[config.mk]
export PLATFORM = sky130hd
export DESIGN_NAME = serial_audio_rx
export DESIGN_NICKNAME = d
export VERILOG_FILES = /design/src/rtl/srx_pkg.sv /design/src/rtl/srx_edge_track.sv /design/src/rtl/srx_shifter.sv /design/src/rtl/srx_frame_mon.sv /design/src/rtl/serial_audio_rx.sv
export SDC_FILE = /design/constraint.sdc
export NUM_CORES = 1
export LEC_CHECK = 0
export ABC_AREA = 0
export BUFFER_PORTS_ARGS = -buffer_cell sky130_fd_sc_hd__buf_2
export CORE_ASPECT_RATIO = 1.2
export CORE_UTILIZATION = 25
export CTS_CLUSTER_SIZE = 30
export DETAILED_ROUTE_END_ITERATION = 8
export GPL_ROUTABILITY_DRIVEN = 0
export PLACE_DENSITY = 0.42
export SLEW_MARGIN = 15
export SYNTH_ARGS = -nofsm -noshare
export SYNTH_HDL_FRONTEND = slang
export SYNTH_SLANG_ARGS = --single-unit
[constraint.sdc]
create_clock -name bclk -period 2.7 [get_ports bclk]
set_input_delay 0.27 -clock bclk [delete_from_list [all_inputs] [get_ports bclk]]
set_output_delay 0.27 -clock bclk [all_outputs]
set_load 0.005 [all_outputs]
[src/rtl/srx_pkg.sv]
package srx_pkg;

    typedef enum logic [1:0] {
        FMT_I2S  = 2'b00,
        FMT_LJ   = 2'b01,
        FMT_RJ   = 2'b10,
        FMT_RSVD = 2'b11
    } srx_fmt_e;

    typedef enum logic [1:0] {
        ST_HUNT      = 2'b00,
        ST_EMPTY     = 2'b01,
        ST_HAVE_LEFT = 2'b10
    } srx_state_e;

endpackage

[src/rtl/srx_edge_track.sv]
module srx_edge_track
    import srx_pkg::*;
(
    input  logic       bclk,
    input  logic       rst_n,
    input  logic       lrclk,
    input  logic [1:0] fmt,
    output logic       boundary,
    output logic       closed_left,
    output logic       lr_rise
);

    logic lr_prev;
    logic w_prev;
    logic w_now;
    logic delayed;

    // I2S and the reserved code use the delayed word clock, so that the
    // MSB lands one bit after the raw transition.
    assign delayed     = (fmt == FMT_I2S) || (fmt == FMT_RSVD);
    assign w_now       = delayed ? lr_prev : lrclk;
    assign boundary    = (w_now != w_prev);
    assign closed_left = delayed ? ~w_prev : w_prev;
    assign lr_rise     = lrclk & ~lr_prev;

    always_ff @(posedge bclk or negedge rst_n) begin
        if (!rst_n) begin
            lr_prev <= 1'b0;
            w_prev  <= 1'b0;
        end else begin
            lr_prev <= lrclk;
            w_prev  <= w_now;
        end
    end

endmodule

[src/rtl/srx_shifter.sv]
module srx_shifter #(
    parameter int SAMPLE_W = 24,
    parameter int CNT_W    = 7
) (
    input  logic                bclk,
    input  logic                rst_n,
    input  logic                sdata,
    input  logic                boundary,
    input  logic                rj_mode,
    output logic [SAMPLE_W-1:0] word
);

    localparam int IDX_W = $clog2(SAMPLE_W);
    localparam logic [CNT_W-1:0] CNT_MAX = {CNT_W{1'b1}};
    localparam logic [CNT_W-1:0] CNT_W_S = CNT_W'(SAMPLE_W);

    logic [SAMPLE_W-1:0] fill_q;
    logic [SAMPLE_W-1:0] fill_d;
    logic [SAMPLE_W-1:0] shreg_q;
    logic [CNT_W-1:0]    cnt_q;
    logic [CNT_W-1:0]    gap;
    logic [IDX_W-1:0]    idx;

    // MSB-aligned capture: bit n of a half lands at position W-1-n.
    always_comb begin
        fill_d = fill_q;
        idx    = IDX_W'(SAMPLE_W - 1) - IDX_W'(cnt_q);
        if (cnt_q < CNT_W_S) begin
            fill_d[idx] = sdata;
        end
    end

    // Right-justified: last W bits, left-aligned when fewer were seen.
    assign gap  = CNT_W_S - cnt_q;
    assign word = !rj_mode           ? fill_q :
                  (cnt_q >= CNT_W_S) ? shreg_q :
                                       (shreg_q << gap);

    always_ff @(posedge bclk or negedge rst_n) begin
        if (!rst_n) begin
            fill_q  <= '0;
            shreg_q <= '0;
            cnt_q   <= '0;
        end else if (boundary) begin
            fill_q  <= {sdata, {(SAMPLE_W-1){1'b0}}};
            shreg_q <= {{(SAMPLE_W-1){1'b0}}, sdata};
            cnt_q   <= CNT_W'(1);
        end else begin
            fill_q  <= fill_d;
            shreg_q <= {shreg_q[SAMPLE_W-2:0], sdata};
            if (cnt_q != CNT_MAX) begin
                cnt_q <= cnt_q + CNT_W'(1);
            end
        end
    end

endmodule

[src/rtl/srx_frame_mon.sv]
module srx_frame_mon #(
    parameter int CNT_W   = 7,
    parameter int LEN_A   = 32,
    parameter int LEN_B   = 48,
    parameter int LEN_C   = 64
) (
    input  logic bclk,
    input  logic rst_n,
    input  logic lr_rise,
    output logic frame_err
);

    localparam logic [CNT_W-1:0] CNT_MAX = {CNT_W{1'b1}};

    logic [CNT_W-1:0] fcnt_q;
    logic             armed_q;
    logic             legal;

    assign legal = (fcnt_q == CNT_W'(LEN_A)) ||
                   (fcnt_q == CNT_W'(LEN_B)) ||
                   (fcnt_q == CNT_W'(LEN_C));

    always_ff @(posedge bclk or negedge rst_n) begin
        if (!rst_n) begin
            fcnt_q    <= '0;
            armed_q   <= 1'b0;
            frame_err <= 1'b0;
        end else if (lr_rise) begin
            if (armed_q) begin
                frame_err <= ~legal;
            end
            armed_q <= 1'b1;
            fcnt_q  <= CNT_W'(1);
        end else if (fcnt_q != CNT_MAX) begin
            fcnt_q <= fcnt_q + CNT_W'(1);
        end
    end

endmodule

[src/rtl/serial_audio_rx.sv]
module serial_audio_rx
    import srx_pkg::*;
#(
    parameter int SAMPLE_W = 24,
    parameter int CNT_W    = 7
) (
    input  logic                bclk,
    input  logic                rst_n,
    input  logic                lrclk,
    input  logic                sdata,
    input  logic [1:0]          fmt,
    output logic [SAMPLE_W-1:0] left_out,
    output logic [SAMPLE_W-1:0] right_out,
    output logic                left_stb,
    output logic                right_stb,
    output logic                pair_valid,
    output logic                frame_err
);

    srx_state_e          state_q;
    srx_state_e          state_d;
    logic                boundary;
    logic                closed_left;
    logic                lr_rise;
    logic [SAMPLE_W-1:0] word;

    srx_edge_track i_edge (
        .bclk        (bclk),
        .rst_n       (rst_n),
        .lrclk       (lrclk),
        .fmt         (fmt),
        .boundary    (boundary),
        .closed_left (closed_left),
        .lr_rise     (lr_rise)
    );

    srx_shifter #(
        .SAMPLE_W (SAMPLE_W),
        .CNT_W    (CNT_W)
    ) i_shift (
        .bclk     (bclk),
        .rst_n    (rst_n),
        .sdata    (sdata),
        .boundary (boundary),
        .rj_mode  (fmt == FMT_RJ),
        .word     (word)
    );

    srx_frame_mon #(
        .CNT_W (CNT_W)
    ) i_fmon (
        .bclk      (bclk),
        .rst_n     (rst_n),
        .lr_rise   (lr_rise),
        .frame_err (frame_err)
    );

    // next-state logic
    always_comb begin
        state_d = state_q;
        unique case (state_q)
            ST_HUNT: begin
                if (boundary) state_d = ST_EMPTY;
            end
            ST_EMPTY: begin
                if (boundary && closed_left) state_d = ST_HAVE_LEFT;
            end
            ST_HAVE_LEFT: begin
                if (boundary && !closed_left) state_d = ST_EMPTY;
            end
            default: state_d = ST_HUNT;
        endcase
    end

    // state register
    always_ff @(posedge bclk or negedge rst_n) begin
        if (!rst_n) begin
            state_q <= ST_HUNT;
        end else begin
            state_q <= state_d;
        end
    end

    // outputs
    always_ff @(posedge bclk or negedge rst_n) begin
        if (!rst_n) begin
            left_out   <= '0;
            right_out  <= '0;
            left_stb   <= 1'b0;
            right_stb  <= 1'b0;
            pair_valid <= 1'b0;
        end else begin
            left_stb   <= 1'b0;
            right_stb  <= 1'b0;
            pair_valid <= 1'b0;
            if (boundary && (state_q != ST_HUNT)) begin
                if (closed_left) begin
                    left_out <= word;
                    left_stb <= 1'b1;
                end else begin
                    right_out  <= word;
                    right_stb  <= 1'b1;
                    pair_valid <= (state_q == ST_HAVE_LEFT);
                end
            end
        end
    end

endmodule

==> flow_summary.yaml <==
global_routing:
  grt_pass1_wl_microns: 34170
  grt_max_degree: 47
  grt_pass1_vias: 5638
  gr-total-overflow: 0
  track_usage_pct: 16.08
  antenna_found_initial: 0
critical_path:
  start_kind: "register"
  crit_type: "reg -> reg"
  cp.required_ns: 3.00
  cp-end-kind: "register"
  cp.arrival_ns: 2.84
  cp_max_fo: 8
synth:
  yosys_warnings: 0
  synthCells: 722
  synthFlopType: "dfrtp_1"
  synth_fp_nets: 735
  async_flop_share_pct: 100.0
  synth_sequential_area_ratio_pct: 43.01
  synth.distinct_cells: 65
  yosys.area.top_type_share_pct: 43.01
  synthesis.area_sq_mm: 0.006924
  synthTopCellsByArea: "dfrtp_1 43%, mux2i_1 6.5%, mux4_2 5.5%"
  synth.avg_cell_area_sq_um: 9.590
  ys_ff_latch: 119
  synth_top_area_cell: "dfrtp_1"
  synth_edf_count: 0
final_layout:
  num_antenna_cells: 0
  syn2layout_area_growth_pct: 21.32
  instances_no_fill: 1147
  nets: 807
  final_common_cell: "dfrtp_1"
  final_cell_mix: "118 x dfrtp_1, 92 x nand2_1, 67 x nor2_1"
  fill_cells: 2826
  layout-drive-gt1-share_pct: 23.92
worst_hold_path:
  hp-class: "in -> reg"
pwr:
  p_sw_mw: 2.829
  power_density_mw_per_mm2: 897.5
  power_leakage_nw: 3.771
  finalPower_mw: 7.539
  combinationalPowerShare_pct: 39.4
  power.internal_mw: 4.710
  pwr-share-seq_pct: 32.7
  swShare_pct: 37.52
  clkPwrFrac_pct: 27.9
  ir_worst_vdd_mv: 0.4740
routing:
  drt-pass1-iter-count: 5
  vias: 5650
  wl_per_cell_microns: 18.91
  drc_errors: 0
  detail_route.iter0.violations: 435
  ant_nets: 0
  wirelength_microns: 21690
  via_per_inst: 4.926
timing:
  timing.slew.headroom_pct: 53.54
  rsz0062_at_grt: "false"
  holdWs_ns: 0.03336
  setup_viol: 0
  fin_setup_tns_ns: 0
  hold_violations: 0
  tightest_slew_ns: 0.6955
  timing.fmax_mhz: 392.7
  finalCritPeriodShare_pct: 94.30
  min_period_ns: 2.546
  fin_worst_skew_ns: 0.009647
  drv_slew: 0
place:
  portBuffers: 57
  dp.cells: 1114
  dp_hpwl_microns: 15870
cts:
  h-tree-depth: 4
  cts_root_buf: "clkbuf_16"
  cts_tree: "built"
  insertion_delay_ns: 0.43
  clkTransAtPathRegs_ns: 0.06
  cts_buffers: 17
  cts_num_sinks: 119
  post-cts-setup-buffers: 0
  cts_buffer_depth: 2
die:
  core-area_sq_mm: 0.02717
  ios: 58
  initial_utilization_pct: 25.49
  die_y_microns: 184.3
  die_w_microns: 153.9
  rows: 66
  dieArea_sq_mm: 0.02837
run:
  cap_violations: 0
run_status:
  status: "completed"
-- final cells by class --
class                           count  area, sq um  area share [%]
Sequential cell                   119         2979           35.46
Inverter                           15        56.30          0.6702
Multi-Input combinational cell    531         3608           42.95
Clock buffer                       21        440.4           5.243
Clock inverter                     11        102.6           1.221
Tap cell                          340        425.4           5.064
Timing Repair Buffer              110        788.3           9.383
-- repair_timing --
action                                  in CTS  in global routing
hold buffers                                 1                  0
endpoints found under the setup margin       0                  4
gates resized for setup                      0                  3
endpoints found under the hold margin       36                  0
-- kinds of logic after synthesis --
group                    count (synthesis)  synth area share (%)
AO/OA/AOI/OAI                          159                 14.62
buffers and inverters                   72                 5.403
XOR/XNOR                                11                 1.879
flip-flops                             119                 43.01
multiplexers                            81                 15.12
AND/OR/NAND/NOR                        273                 18.70
adder cells (fa/ha/maj)                  7                 1.265
-- critical path, stage by stage (launching register included) --
cell     delay (ns)
dfrtp_2        0.42
inv_1          0.08
ha_1           0.23
buf_4          0.20
nor2b_1        0.07
a32o_1         0.30
o21ai_1        0.32
buf_4          0.20
nor4_1         0.04
nor3_1         0.41
o31ai_1        0.13
-- path summary, 6_finish.rpt --
| kind | endpoint | slack (ns) | startpoint | cells after the start |
|---|---|---|---|---|
| setup / recovery | right_out[9] | 0.15 | i_shift.cnt_q[0] | 10 |
| hold reg to reg | left_out[18] | 0.47 | left_out[18] | 2 |
| max in group asynchronous | i_shift.fill_q[20] | 1.67 | rst_n | 3 |
| setup reg to reg | right_out[9] | 0.15 | i_shift.cnt_q[0] | 10 |
| min in group asynchronous | i_fmon.fcnt_q[0] | 0.37 | rst_n | 2 |
| hold / removal | i_edge.lr_prev | 0.03 | lrclk | 1 |
-- per-layer routing --
layer / wire length (microns) / track usage [%] / vias to the layer above
met2: 10450 / 26.27 / 130
met4: 818 / 8.280 / 0
li1: - / - / 2737
met1: 9729 / 20.40 / 2750
met3: 695 / 2.727 / 33
met5: 0 / 0 / -
-- flip-flops by register name (all words and copies together) (netlist names) --
signal and cells:
right_out 24, state_q 2, i_fmon.armed_q 1, left_out 24, i_edge.lr_prev 1, pair_valid 1
right_stb 1, i_shift.shreg_q 24, left_stb 1, i_edge.w_prev 1, i_fmon.frame_err 1, i_fmon.fcnt_q 7
i_shift.cnt_q 7, i_shift.fill_q 24
-- synth_stat cells, types with 3 or more instances --
cell / n
a21oi_1: 25
a31oi_1: 20
and2_1: 4
and3b_1: 3
buf_2: 11
buf_4: 3
buf_6: 9
clkbuf_1: 31
dfrtp_1: 119
ha_1: 7
inv_1: 13
mux2_2: 18
mux2i_1: 45
mux4_2: 17
nand2_1: 92
nand2b_1: 7
nand3_1: 31
nand4_1: 6
nor2_1: 67
nor2b_1: 25
nor3_1: 14
nor4_1: 5
o2111ai_1: 6
o211ai_1: 5
o21ai_0: 36
o21ai_1: 25
o22ai_1: 4
o311ai_1: 6
o31ai_1: 11
or3_1: 4
xnor2_1: 5
xor2_1: 3
-- per-stage QoR --
step	setup slack, ns	util [%]	cell area [sq um]
final	0.1538	30.92	8401
after global routing	0.004036	30.92	8401
after CTS	0.1410	30.84	8378
after detailed placement	0.1591	28.80	7825
after global placement	0.1849	28.80	7825
after floorplan	0.01333	-	6924
-- power by group through the flow --
stage / Sequential [mW] / Clock, mW / Combinational [mW]
after global routing: 2.53 / 2.25 / 3.25
after detailed placement: 2.50 / 0 / 2.95
after global placement: 2.50 / 0 / 2.95
after CTS: 2.48 / 2.17 / 2.95
after floorplan: 2.45 / 0 / 1.84
final: 2.47 / 2.10 / 2.97
(Power assumes the default switching activity.)
